==> src/rtl/agc_pkg.sv <==
package agc_pkg;

   // Decision taken at the end of a measurement window
   typedef enum logic [1:0] {
      ACT_HOLD     = 2'd0,
      ACT_ATT_UP   = 2'd1,
      ACT_ATT_DOWN = 2'd2,
      ACT_LOCK     = 2'd3
   } agc_act_e;

endpackage

==> src/rtl/agc_window_meter.sv <==
module agc_window_meter #(
   parameter  int ADC_W = 8,
   parameter  int WIN   = 32,
   localparam int MAG_W = ADC_W - 1,
   localparam int CNT_W = $clog2(WIN + 1),
   localparam int IDX_W = $clog2(WIN)
) (
   input  logic                    clk,
   input  logic                    rst_n,
   input  logic                    clr,
   input  logic                    smp_valid,
   input  logic signed [ADC_W-1:0] smp_data,
   output logic                    done_q,
   output logic [CNT_W-1:0]        sat_q,
   output logic [MAG_W-1:0]        peak_q
);

   localparam logic [MAG_W-1:0] MAG_MAX = '1;
   localparam logic [IDX_W-1:0] IDX_LAST = IDX_W'(WIN - 1);

   logic [MAG_W-1:0] mag;
   logic             full_scale;
   logic [IDX_W-1:0] idx_q;
   logic [CNT_W-1:0] sat_acc_q;
   logic [MAG_W-1:0] peak_acc_q;
   logic [CNT_W-1:0] sat_nxt;
   logic [MAG_W-1:0] peak_nxt;

   // Magnitude with the most negative code folded onto the positive maximum
   always_comb begin
      if (smp_data[ADC_W-1]) begin
         if (smp_data[ADC_W-2:0] == '0) begin
            mag = MAG_MAX;
         end else begin
            mag = MAG_W'(-smp_data);
         end
      end else begin
         mag = smp_data[MAG_W-1:0];
      end
      full_scale = (mag == MAG_MAX);
      sat_nxt    = sat_acc_q + CNT_W'(full_scale);
      peak_nxt   = (mag > peak_acc_q) ? mag : peak_acc_q;
   end

   always_ff @(posedge clk or negedge rst_n) begin
      if (!rst_n) begin
         idx_q      <= '0;
         sat_acc_q  <= '0;
         peak_acc_q <= '0;
         done_q     <= 1'b0;
         sat_q      <= '0;
         peak_q     <= '0;
      end else begin
         done_q <= 1'b0;
         if (clr) begin
            idx_q      <= '0;
            sat_acc_q  <= '0;
            peak_acc_q <= '0;
         end else if (smp_valid) begin
            if (idx_q == IDX_LAST) begin
               done_q     <= 1'b1;
               sat_q      <= sat_nxt;
               peak_q     <= peak_nxt;
               idx_q      <= '0;
               sat_acc_q  <= '0;
               peak_acc_q <= '0;
            end else begin
               idx_q      <= idx_q + 1'b1;
               sat_acc_q  <= sat_nxt;
               peak_acc_q <= peak_nxt;
            end
         end
      end
   end

   AST_SAT_MEANS_FULL_PEAK: assert property (@(posedge clk) disable iff (!rst_n)
      (done_q && sat_q != '0) |-> peak_q == MAG_MAX);
   AST_DONE_SPACED: assert property (@(posedge clk) disable iff (!rst_n)
      done_q |=> !done_q);

endmodule

==> src/rtl/agc_step_sel.sv <==
module agc_step_sel
   import agc_pkg::*;
#(
   parameter  int ADC_W      = 8,
   parameter  int WIN        = 32,
   parameter  int ATT_W      = 6,
   parameter  int STEP_BIG   = 8,
   parameter  int STEP_SMALL = 2,
   parameter  int ADAPT_STEP = 0,
   parameter  int SAT_SHIFT  = 2,
   localparam int MAG_W      = ADC_W - 1,
   localparam int CNT_W      = $clog2(WIN + 1)
) (
   input  logic [CNT_W-1:0] sat_cnt,
   input  logic [MAG_W-1:0] peak,
   input  logic [MAG_W-1:0] cfg_win_lo,
   input  logic [MAG_W-1:0] cfg_win_hi,
   input  logic [CNT_W-1:0] cfg_heavy_thr,
   output agc_act_e         act,
   output logic [ATT_W-1:0] step
);

   logic [ATT_W-1:0] big_step;

   generate
      if (ADAPT_STEP == 0) begin : g_two_level
         assign big_step = ATT_W'(STEP_BIG);
      end else begin : g_scaled
         // large step grows with the number of saturated samples
         logic [CNT_W-1:0] extra;
         logic [ATT_W:0]   sum;
         assign extra    = sat_cnt >> SAT_SHIFT;
         assign sum      = (ATT_W + 1)'(STEP_BIG) + (ATT_W + 1)'(extra);
         assign big_step = sum[ATT_W] ? '1 : sum[ATT_W-1:0];
      end
   endgenerate

   always_comb begin
      act  = ACT_HOLD;
      step = '0;
      if (sat_cnt != '0 && sat_cnt >= cfg_heavy_thr) begin
         act  = ACT_ATT_UP;
         step = big_step;
      end else if (sat_cnt != '0 || peak > cfg_win_hi) begin
         act  = ACT_ATT_UP;
         step = ATT_W'(STEP_SMALL);
      end else if (peak < cfg_win_lo) begin
         act  = ACT_ATT_DOWN;
         step = ATT_W'(STEP_SMALL);
      end else begin
         act  = ACT_LOCK;
      end
   end

endmodule

==> src/rtl/agc_atten_acc.sv <==
module agc_atten_acc
   import agc_pkg::*;
#(
   parameter int ATT_W = 6
) (
   input  logic             clk,
   input  logic             rst_n,
   input  logic             clr,
   input  logic             load,
   input  logic [ATT_W-1:0] load_val,
   input  logic             act_vld,
   input  agc_act_e         act,
   input  logic [ATT_W-1:0] step,
   output logic [ATT_W-1:0] atten_q
);

   logic [ATT_W:0]   sum;
   logic [ATT_W-1:0] up_sat;
   logic [ATT_W-1:0] dn_sat;

   always_comb begin
      sum    = {1'b0, atten_q} + {1'b0, step};
      up_sat = sum[ATT_W] ? '1 : sum[ATT_W-1:0];
      dn_sat = (step > atten_q) ? '0 : (atten_q - step);
   end

   always_ff @(posedge clk or negedge rst_n) begin
      if (!rst_n) begin
         atten_q <= '0;
      end else if (clr) begin
         atten_q <= '0;
      end else if (load) begin
         atten_q <= load_val;
      end else if (act_vld) begin
         case (act)
            ACT_ATT_UP:   atten_q <= up_sat;
            ACT_ATT_DOWN: atten_q <= dn_sat;
            default:      atten_q <= atten_q;
         endcase
      end
   end

   AST_NO_WRAP_UP: assert property (@(posedge clk) disable iff (!rst_n)
      (act_vld && act == ACT_ATT_UP && !clr && !load) |=> atten_q >= $past(atten_q));
   AST_NO_WRAP_DOWN: assert property (@(posedge clk) disable iff (!rst_n)
      (act_vld && act == ACT_ATT_DOWN && !clr && !load) |=> atten_q <= $past(atten_q));

endmodule

==> src/rtl/rx_agc_lock_ctrl.sv <==
module rx_agc_lock_ctrl
   import agc_pkg::*;
#(
   parameter  int ADC_W      = 8,
   parameter  int WIN        = 32,
   parameter  int ATT_W      = 6,
   parameter  int STEP_BIG   = 8,
   parameter  int STEP_SMALL = 2,
   parameter  int ADAPT_STEP = 0,
   parameter  int SAT_SHIFT  = 2,
   localparam int MAG_W      = ADC_W - 1,
   localparam int CNT_W      = $clog2(WIN + 1)
) (
   input  logic                    clk,
   input  logic                    rst_n,
   input  logic                    rx_en,
   input  logic                    smp_valid,
   input  logic signed [ADC_W-1:0] smp_data,
   input  logic                    pad_det,
   input  logic [MAG_W-1:0]        cfg_win_lo,
   input  logic [MAG_W-1:0]        cfg_win_hi,
   input  logic [CNT_W-1:0]        cfg_heavy_thr,
   input  logic [MAG_W-1:0]        cfg_unlock_delta,
   input  logic [ATT_W-1:0]        cfg_pad_preset,
   output logic [ATT_W-1:0]        gain_atten,
   output logic                    pad_on,
   output logic                    agc_locked,
   output logic                    cs_pulse
);

   initial begin : p_param_chk
      if (ADC_W < 3) $fatal(1, "ADC_W too small");
      if (WIN < 2 || (WIN & (WIN - 1)) != 0) $fatal(1, "WIN must be a power of two");
      if (ATT_W < 2) $fatal(1, "ATT_W too small");
      if (STEP_SMALL < 1 || STEP_BIG < STEP_SMALL) $fatal(1, "bad step sizes");
      if (STEP_BIG >= (1 << ATT_W)) $fatal(1, "STEP_BIG exceeds code range");
      if (ADAPT_STEP != 0 && ADAPT_STEP != 1) $fatal(1, "ADAPT_STEP is 0 or 1");
   end

   logic             win_done;
   logic [CNT_W-1:0] win_sat;
   logic [MAG_W-1:0] win_peak;
   agc_act_e         act;
   logic [ATT_W-1:0] step;
   logic             pad_take;
   logic             act_vld;
   logic             locked_q;
   logic             cs_q;
   logic             pad_q;
   logic [MAG_W-1:0] ref_q;
   logic [MAG_W-1:0] drift;

   assign pad_take = rx_en & pad_det & ~locked_q;
   assign act_vld  = rx_en & win_done & ~locked_q & ~pad_take;

   agc_window_meter #(
      .ADC_W (ADC_W),
      .WIN   (WIN)
   ) meter_i (
      .clk       (clk),
      .rst_n     (rst_n),
      .clr       (~rx_en | pad_take),
      .smp_valid (smp_valid),
      .smp_data  (smp_data),
      .done_q    (win_done),
      .sat_q     (win_sat),
      .peak_q    (win_peak)
   );

   agc_step_sel #(
      .ADC_W      (ADC_W),
      .WIN        (WIN),
      .ATT_W      (ATT_W),
      .STEP_BIG   (STEP_BIG),
      .STEP_SMALL (STEP_SMALL),
      .ADAPT_STEP (ADAPT_STEP),
      .SAT_SHIFT  (SAT_SHIFT)
   ) step_i (
      .sat_cnt       (win_sat),
      .peak          (win_peak),
      .cfg_win_lo    (cfg_win_lo),
      .cfg_win_hi    (cfg_win_hi),
      .cfg_heavy_thr (cfg_heavy_thr),
      .act           (act),
      .step          (step)
   );

   agc_atten_acc #(
      .ATT_W (ATT_W)
   ) acc_i (
      .clk      (clk),
      .rst_n    (rst_n),
      .clr      (~rx_en),
      .load     (pad_take),
      .load_val (cfg_pad_preset),
      .act_vld  (act_vld),
      .act      (act),
      .step     (step),
      .atten_q  (gain_atten)
   );

   assign drift = (win_peak > ref_q) ? (win_peak - ref_q) : (ref_q - win_peak);

   always_ff @(posedge clk or negedge rst_n) begin
      if (!rst_n) begin
         locked_q <= 1'b0;
         cs_q     <= 1'b0;
         pad_q    <= 1'b0;
         ref_q    <= '0;
      end else begin
         cs_q <= 1'b0;
         if (!rx_en) begin
            locked_q <= 1'b0;
            pad_q    <= 1'b0;
         end else if (pad_take) begin
            pad_q    <= 1'b1;
            locked_q <= 1'b0;
         end else if (win_done) begin
            if (!locked_q && act == ACT_LOCK) begin
               locked_q <= 1'b1;
               cs_q     <= 1'b1;
               ref_q    <= win_peak;
            end else if (locked_q && drift > cfg_unlock_delta) begin
               locked_q <= 1'b0;
            end
         end
      end
   end

   assign pad_on     = pad_q;
   assign agc_locked = locked_q;
   assign cs_pulse   = cs_q;

   AST_RESET_HOME: assert property (@(posedge clk)
      !rst_n |-> (gain_atten == '0 && !pad_on && !agc_locked && !cs_pulse));
   AST_LOCK_FREEZE: assert property (@(posedge clk) disable iff (!rst_n)
      (agc_locked && rx_en) |=> $stable(gain_atten));
   AST_PAD_FROZEN: assert property (@(posedge clk) disable iff (!rst_n)
      (agc_locked && rx_en) |=> $stable(pad_on));
   AST_CS_SINGLE: assert property (@(posedge clk) disable iff (!rst_n)
      cs_pulse |=> !cs_pulse);
   AST_CS_ON_LOCK_EDGE: assert property (@(posedge clk) disable iff (!rst_n)
      cs_pulse |-> (agc_locked && !$past(agc_locked)));
   AST_RX_OFF_HOME: assert property (@(posedge clk) disable iff (!rst_n)
      !rx_en |=> (gain_atten == '0 && !pad_on && !agc_locked));
   AST_PAD_PRESET: assert property (@(posedge clk) disable iff (!rst_n)
      $rose(pad_on) |-> gain_atten == $past(cfg_pad_preset));

endmodule

==> config.mk <==
export PLATFORM = sky130hd
export DESIGN_NAME = rx_agc_lock_ctrl
export DESIGN_NICKNAME = d
export VERILOG_FILES = /design/src/rtl/agc_pkg.sv /design/src/rtl/agc_window_meter.sv /design/src/rtl/agc_step_sel.sv /design/src/rtl/agc_atten_acc.sv /design/src/rtl/rx_agc_lock_ctrl.sv
export SDC_FILE = /design/constraint.sdc
export NUM_CORES = 1
export LEC_CHECK = 0
export CAP_MARGIN = 40
export CORE_UTILIZATION = 48
export CTS_BUF_LIST = sky130_fd_sc_hd__clkbuf_8
export DETAILED_ROUTE_END_ITERATION = 16
export PLACE_DENSITY = 0.85
export SLEW_MARGIN = 30
export SYNTH_ARGS = -nofsm -noshare
export SYNTH_HDL_FRONTEND = slang
export SYNTH_SLANG_ARGS = --single-unit
==> constraint.sdc <==
create_clock -name clk -period 3.2 [get_ports clk]
set_input_delay 0.96 -clock clk [delete_from_list [all_inputs] [get_ports clk]]
set_output_delay 0.96 -clock clk [all_outputs]
set_load 0.02 [all_outputs]
### Word level (Yosys, flattened, before mapping)

Cells that the tools add are included.

| word-level totals | value |
|---|---|
| word-level logic and storage cells | 96 |
| memories kept | 0 |
| memory bits (read-only) | 0 |
| bits in latches | 0 |
| RAM bits | 0 |
| register bits | 48 |
| input port bits | 46 |

| cells by class | value |
|---|---|
| reductions and logical operators | 12 |
| equality and inequality tests | 10 |
| add/sub/neg operators | 7 |
| shifts and indexed selects | 0 |
| multiply operators | 0 |
| multiplexer cells | 39 |
| bitwise operators | 10 |
| $lt $le $gt $ge | 7 |
| divide/modulo/power cells | 0 |

Operator list:

| cell | count |
|---|---|
| $mux W6 | 10 |
| $mux W7 | 7 |
| $gt A7 B7 Y1 | 4 |
| $mux W1 | 15 |
| $mux W5 | 3 |
| $sub A7 B7 Y7 | 2 |
| $pmux W6 S2 | 1 |
| $ne A4 B1 Y1 const B | 2 |
| $add A6 B6 Y7 | 1 |
| $eq A7 B7 Y1 const B | 1 |
| $logic_not A7 Y1 | 1 |
| $lt A7 B7 Y1 | 1 |
| $neg A7 Y7 | 1 |
| $add A6 B1 Y6 | 1 |
| $ge A6 B6 Y1 | 1 |
| $gt A6 B6 Y1 | 1 |
| $mux W2 | 3 |
| $ne A3 B1 Y1 const B | 2 |
| $reduce_bool A6 Y1 | 1 |
| $sub A6 B6 Y6 | 1 |
| $add A5 B1 Y5 const B | 1 |
| $and A1 B1 Y1 | 5 |
| $eq A5 B5 Y1 const B | 1 |
| $eq A2 B2 Y1 const B | 2 |
| 11 further kinds | 17 |

### Logic depth before layout (Yosys ltp)

| depth | value |
|---|---|
| depth after elaboration | 10 |
| mapped depth | 18 |
| mapped depth without buffers | 18 |

### Modules after synthesis

From an unflattened synthesis, not the netlist that was laid out.

| unflattened totals | value |
|---|---|
| cells, all modules | 532 |
| area, all modules | 4521.8 um^2 |

Modules (own cells, without submodules):

| module | area an instance (um^2) | instances | cells each | seq. area each (um^2) |
|---|---|---|---|---|
| agc_window_meter | 1853.0 | 1 | 197 | 800.8 |
| rx_agc_lock_ctrl | 1147.4 | 1 | 134 | 250.2 |
| agc_atten_acc | 988.4 | 1 | 127 | 150.1 |
| agc_step_sel | 533.0 | 1 | 74 | 0.0 |

### Worst setup path before layout

No wires, ideal clock.

| timing path | value |
|---|---|
| path type | input to register |
| start | input port smp_data[1] |
| end | register meter_i.peak_acc_q[5] |
| setup slack | -388 ps |
| buffers on the path | 0 |
| setup time | 131 ps |
| arrival | 3457 ps |
| cell stages on the path | 14 |
| path through | inv_1 ha_1 nand2_1 nor4_1 o21ai_0 o21ai_0 ha_1 nor2b_1 o21ai_0 a21oi_1 a211oi_1 o21bai_1 mux2i_1 o21ai_0 |

| on the way | value |
|---|---|
| longest elaborated chain between the ends | 8 |
| elaborated cells on any way between the ends | 9 |
| those cells by class | add/sub (1); order compare (1); mux (6); reduce/logical (1) |

RTL lines:

| what | line | RTL |
|---|---|---|
| start: declaration | rx_agc_lock_ctrl.sv:18 | `input logic signed [ADC_W-1:0] smp_data,` |
| $neg A7 Y7 or $logic_not A7 Y1 (tied branches) | agc_window_meter.sv:35, agc_window_meter.sv:32 |  |
| $mux W7 | agc_window_meter.sv:32 | `if (smp_data[ADC_W-2:0] == '0) begin` |
| $mux W7 (*) | agc_window_meter.sv:31 | `if (smp_data[ADC_W-1]) begin` |
| $gt A7 B7 Y1 | agc_window_meter.sv:42 | `peak_nxt = (mag > peak_acc_q) ? mag : peak_acc_q;` |
| $mux W7 (*) | agc_window_meter.sv:42 |  |
| $mux W7 (*) | agc_window_meter.sv:60 | `if (idx_q == IDX_LAST) begin` |
| $mux W7 (*) | agc_window_meter.sv:59 | `end else if (smp_valid) begin` |
| $mux W7 (*) | agc_window_meter.sv:55 | `if (clr) begin` |
| end signal: assignment | agc_window_meter.sv:70 | `peak_acc_q <= peak_nxt;` |
| end: declaration | agc_window_meter.sv:25 | `logic [MAG_W-1:0] peak_acc_q;` |

Every way passes the cells marked *; elsewhere a longest branch is shown, timed or not. The select of a mux whose other input is x is not followed.
A chain may end at the register's enable or synchronous reset.

### Worst setup path in the final report

| timing path | value |
|---|---|
| start | register ref_q[1] |
| end | register locked_q, in the netlist agc_locked |

| on the way | value |
|---|---|
| longest elaborated chain between the ends | 6 |
| elaborated cells on any way between the ends | 8 |
| those cells by class | add/sub (2); order compare (2); eq/ne (1); mux (1); reduce/logical (2) |

RTL lines:

| what | line | RTL |
|---|---|---|
| start: declaration | rx_agc_lock_ctrl.sv:50 | `logic [MAG_W-1:0] ref_q;` |
| start signal: assignment | rx_agc_lock_ctrl.sv:122 | `ref_q <= win_peak;` |
| $sub A7 B7 Y7 or $gt A7 B7 Y1 (tied branches) | rx_agc_lock_ctrl.sv:102 | `assign drift = (win_peak > ref_q) ? (win_peak - ref_q) : (ref_q - win_peak);` |
| $mux W7 (*) | rx_agc_lock_ctrl.sv:102 |  |
| $gt A7 B7 Y1 (*) | rx_agc_lock_ctrl.sv:123 | `end else if (locked_q && drift > cfg_unlock_delta) begin` |
| $logic_and A1 B1 Y1 (*) | rx_agc_lock_ctrl.sv:123 |  |
| $ne A4 B1 Y1 (no line) (*) | -- |  |
| $reduce_and A2 Y1 (no line) (*) | -- |  |
| end signal: assignment | rx_agc_lock_ctrl.sv:117 | `locked_q <= 1'b0;` |
| end signal: assignment | rx_agc_lock_ctrl.sv:120 | `locked_q <= 1'b1;` |
| end signal: assignment | rx_agc_lock_ctrl.sv:124 | `locked_q <= 1'b0;` |
| end: declaration | rx_agc_lock_ctrl.sv:47 | `logic locked_q;` |

Every way passes the cells marked *; elsewhere a longest branch is shown, timed or not.

==> flow_summary.yaml <==
logic_synthesis:
  yosysWarnings: 0
  synth_top_cell_by_area: "dfrtp_1"
  synth_top_area_frac: 0.303
  ys_types: 59
  synthArstFlopShare: 1.00
  ys.flop_type: "dfrtp_1"
  synth.avg_cell_area_um2: 8.61
  ys_seq_area_frac: 0.303
  mappedNetlistArea_um2: 3960
  synth_edf_count: 0
  syn_nets: 565
  syn_inst: 460
  synth-seq-cells: 48
  synth.area.top_cells: "dfrtp_1 30%, ha_1 18%, o21ai_0 6.7%, inv_1 6.0%, nand2_1 5.1%"
clock_network:
  clkTransAtPathRegs_ns: 0.11
  numCtsBuffers: 5
  clk_path_buf_depth: 2
  tritoncts: "built"
  cts_root_buffer: "clkbuf_8"
  clock_latency_ns: 0.31
  cts_sinks: 48
  h-tree-depth: 2
  cts_hold_buf: 0
pwr:
  p_total_mw: 1.55
  p_per_area_nw_per_um2: 269
  max-vdd-ir-drop_mv: 0.202
  leakagePower_nw: 2.73
sta:
  max_freq_mhz: 298
  rsz0062_at_grt: "true"
  hold_slack_ns: 0.484
  finalHoldViolations: 0
  layout_setup_ws_ns: -0.154
  finalCritPeriodShare: 1.05
  drv_slew: 0
  relSlewSlack: 0.764
  max_slew.worst_pin.slew_ns: 0.354
  period_minus_slack_ns: 3.35
  finalClockSkew_ns: 0.0184
  setup_viol: 6
detailed_routing:
  vias_per_cell: 5.74
  ant_nets: 0
  wl_per_cell_um: 17.6
  first_pass_iters: 5
  first_iter_violations: 220
  routed_wirelength_mm: 12.2
  drc: 0
  via_count: 3973
die:
  dieArea_um2: 8620
  core_area_um2: 7850
  ios: 55
  die_w_um: 92.9
  die_height_um: 92.9
  rows: 32
  initial_utilization: 0.505
run_status:
  outcome: "finished, violations left"
  violations: "setup timing"
critical_path:
  start_kind: "flip-flop"
  worst_ep_arrival_time_ns: 3.57
  cpPeakStageDelay_ns: 0.40
  ff2ff_setup_slack_ns: -0.15
  path_delay_family: "compound AO/OA/AOI/OAI gates"
  worstSetupPathType: "flip-flop to flip-flop"
  crit_fanout: 3
  worstPathRequired_ns: 3.41
  crit_buf_inv: 2
  slowest_stage: "dfrtp_1"
  cp_cell_sequence: "inv_2, ha_4, nor2b_4, o21ai_2, a21oi_2, o21a_1, o31ai_4, buf_4, mux2_4, ha_4, nor2b_4, o21ai_2, nand2b_1, a21oi_2, o21ai_1, o211ai_1, a31o_2"
  cp-end-kind: "flip-flop"
global_routing:
  grt_overflow: 0
  grt_max_degree: 28
  grt_pass1_wl_mm: 19.1
  grt_pass1_vias: 4186
  track_usage: 0.281
  antenna_found_initial: 1
place:
  placedInstanceArea_um2: 5100
  dp_hpwl_mm: 8.25
  dp_cells: 660
  dp_slack_ns: -0.775
  gp_congestion: 0.943
  io_buffers: 54
min_path:
  hold_path.class: "flip-flop to flip-flop"
finish:
  stdcell_count: 692
  layout-drive-gt1-share: 0.334
  syn_to_final_growth_pct: 45.9
  final_area_um2: 5780
  finalNetCount: 693
job:
  max_cap_viol_count: 0
timing repair:
item	4_1_cts	5_1_grt
setup buffers	17	6
pin swaps	58	32
setup endpoints to repair	36	26
gates resized for setup	104	37
where the power goes:
part	leakage, nW	switching [mW]	internal, mW
combinational	2.00	0.183	0.195
sequential	0.655	0.0147	0.617
clock	0.0688	0.228	0.315
total	2.73	0.426	1.13
layer usage:
metal | vias to the layer above | track usage | part of all wire
li1 | 1863 | - | -
met1 | 1913 | 0.313 | 0.39
met2 | 148 | 0.515 | 0.52
met3 | 49 | 0.0435 | 0.044
met4 | 0 | 0.137 | 0.044
met5 | - | 0 | 0
cells by family after synthesis:
group,count (synthesis),share of synthesized area
fa+ha+maj,59,0.190
flops,48,0.303
xor+xnor,9,0.0199
buf+inv,73,0.0729
simple gates,123,0.155
mux,16,0.0420
compound gates,132,0.217
layout by cell type, fill, tap and decap left out, drive strengths merged, types with 2 or more instances in the layout:
| master | netlist | layout |
|---|---|---|
| nand2b | 5 | 5 |
| clkbuf | 8 | 5 |
| xnor2 | 6 | 6 |
| o21bai | 3 | 3 |
| mux2i | 14 | 14 |
| o211ai | 3 | 3 |
| ha | 57 | 57 |
| mux2 | 2 | 2 |
| nor2 | 18 | 18 |
| a21boi | 2 | 2 |
| nor2b | 8 | 8 |
| a31oi | 3 | 3 |
| clkdlybuf4s50 | 0 | 29 |
| nand4 | 8 | 8 |
| nand3b | 2 | 2 |
| or3 | 4 | 4 |
| fa | 2 | 2 |
| nand2 | 54 | 54 |
| and4 | 2 | 2 |
| dlygate4sd2 | 0 | 16 |
| dfrtp | 48 | 48 |
| nand3 | 7 | 7 |
| a22o | 2 | 2 |
| nor4 | 2 | 2 |
| nor3 | 3 | 3 |
| xor2 | 3 | 3 |
| a221oi | 3 | 3 |
| inv | 63 | 64 |
| bufinv | 0 | 2 |
| and3 | 4 | 4 |
| o21ai | 59 | 59 |
| or2 | 2 | 2 |
| a21o | 13 | 13 |
| o31ai | 4 | 4 |
| buf | 2 | 84 |
| a211oi | 3 | 3 |
| a21oi | 23 | 23 |
| o21a | 4 | 4 |
worst register-to-register path: stages (launching register included):
cell,delay [ns]
dfrtp_1,0.40
inv_2,0.08
ha_4,0.20
nor2b_4,0.12
o21ai_2,0.18
a21oi_2,0.10
o21a_1,0.22
o31ai_4,0.29
buf_4,0.16
mux2_4,0.31
ha_4,0.27
nor2b_4,0.13
o21ai_2,0.05
nand2b_1,0.10
a21oi_2,0.06
o21ai_1,0.17
o211ai_1,0.14
a31o_2,0.27
final timing paths:
kind	endpoint	depth (start not counted)	from
worst min register to register	meter_i.idx_q[3]	1	meter_i.idx_q[3]
min in group asynchronous	acc_i.atten_q[5]	2	rst_n
worst max-delay path	agc_locked	17	ref_q[1]
worst min-delay path	meter_i.idx_q[3]	1	meter_i.idx_q[3]
max in group asynchronous	meter_i.peak_q[5]	2	rst_n
worst max register to register	agc_locked	17	ref_q[1]
Yosys cell counts (2+ instances only):
| cell | count |
|---|---|
| nor3_1 | 3 |
| o21ai_0 | 53 |
| inv_1 | 63 |
| o211ai_1 | 3 |
| nand4_1 | 8 |
| o21ai_2 | 6 |
| a221oi_1 | 2 |
| a31oi_1 | 3 |
| ha_1 | 57 |
| and4_1 | 2 |
| nand2_1 | 54 |
| fa_1 | 2 |
| o31ai_1 | 3 |
| and3_1 | 4 |
| nand3b_1 | 2 |
| nor2_1 | 18 |
| a22o_1 | 2 |
| o21bai_1 | 3 |
| a21oi_1 | 22 |
| o21a_1 | 4 |
| dfrtp_1 | 48 |
| a21o_1 | 11 |
| or3_1 | 3 |
| xnor2_1 | 6 |
| xor2_1 | 3 |
| clkbuf_1 | 8 |
| mux2i_1 | 14 |
| buf_6 | 2 |
| nand2b_1 | 5 |
| nor2b_1 | 8 |
| or2_2 | 2 |
| a211oi_1 | 3 |
| nand3_1 | 7 |
layout make-up:
cell class              instances  area (um^2)
multi-input cells             339         2970
fillers                       532         2070
flip-flops and latches         48         1200
repair buffers                131         1100
inverters                      63          236
well taps                     102          128
clock buffers                   5         68.8
clock inverters                 3         68.8
diodes                          1         2.50
through the flow:
stage               TNS, ns   util
CTS                 -0.0757  0.715
floorplan            -0.818      -
finish               -0.288  0.737
detailed placement   -21.87  0.650
global placement     -18.05  0.650
global route          -1.47  0.737
sequential cells by signal, summed over array words and instances, names as in the netlist, 5 cells and up:
register and flops:
meter_i.idx_q 5, acc_i.atten_q 6, meter_i.sat_q 6, ref_q 7, meter_i.peak_q 7, meter_i.sat_acc_q 6, meter_i.peak_acc_q 7
Note: power is estimated with default switching activity, not from simulation.
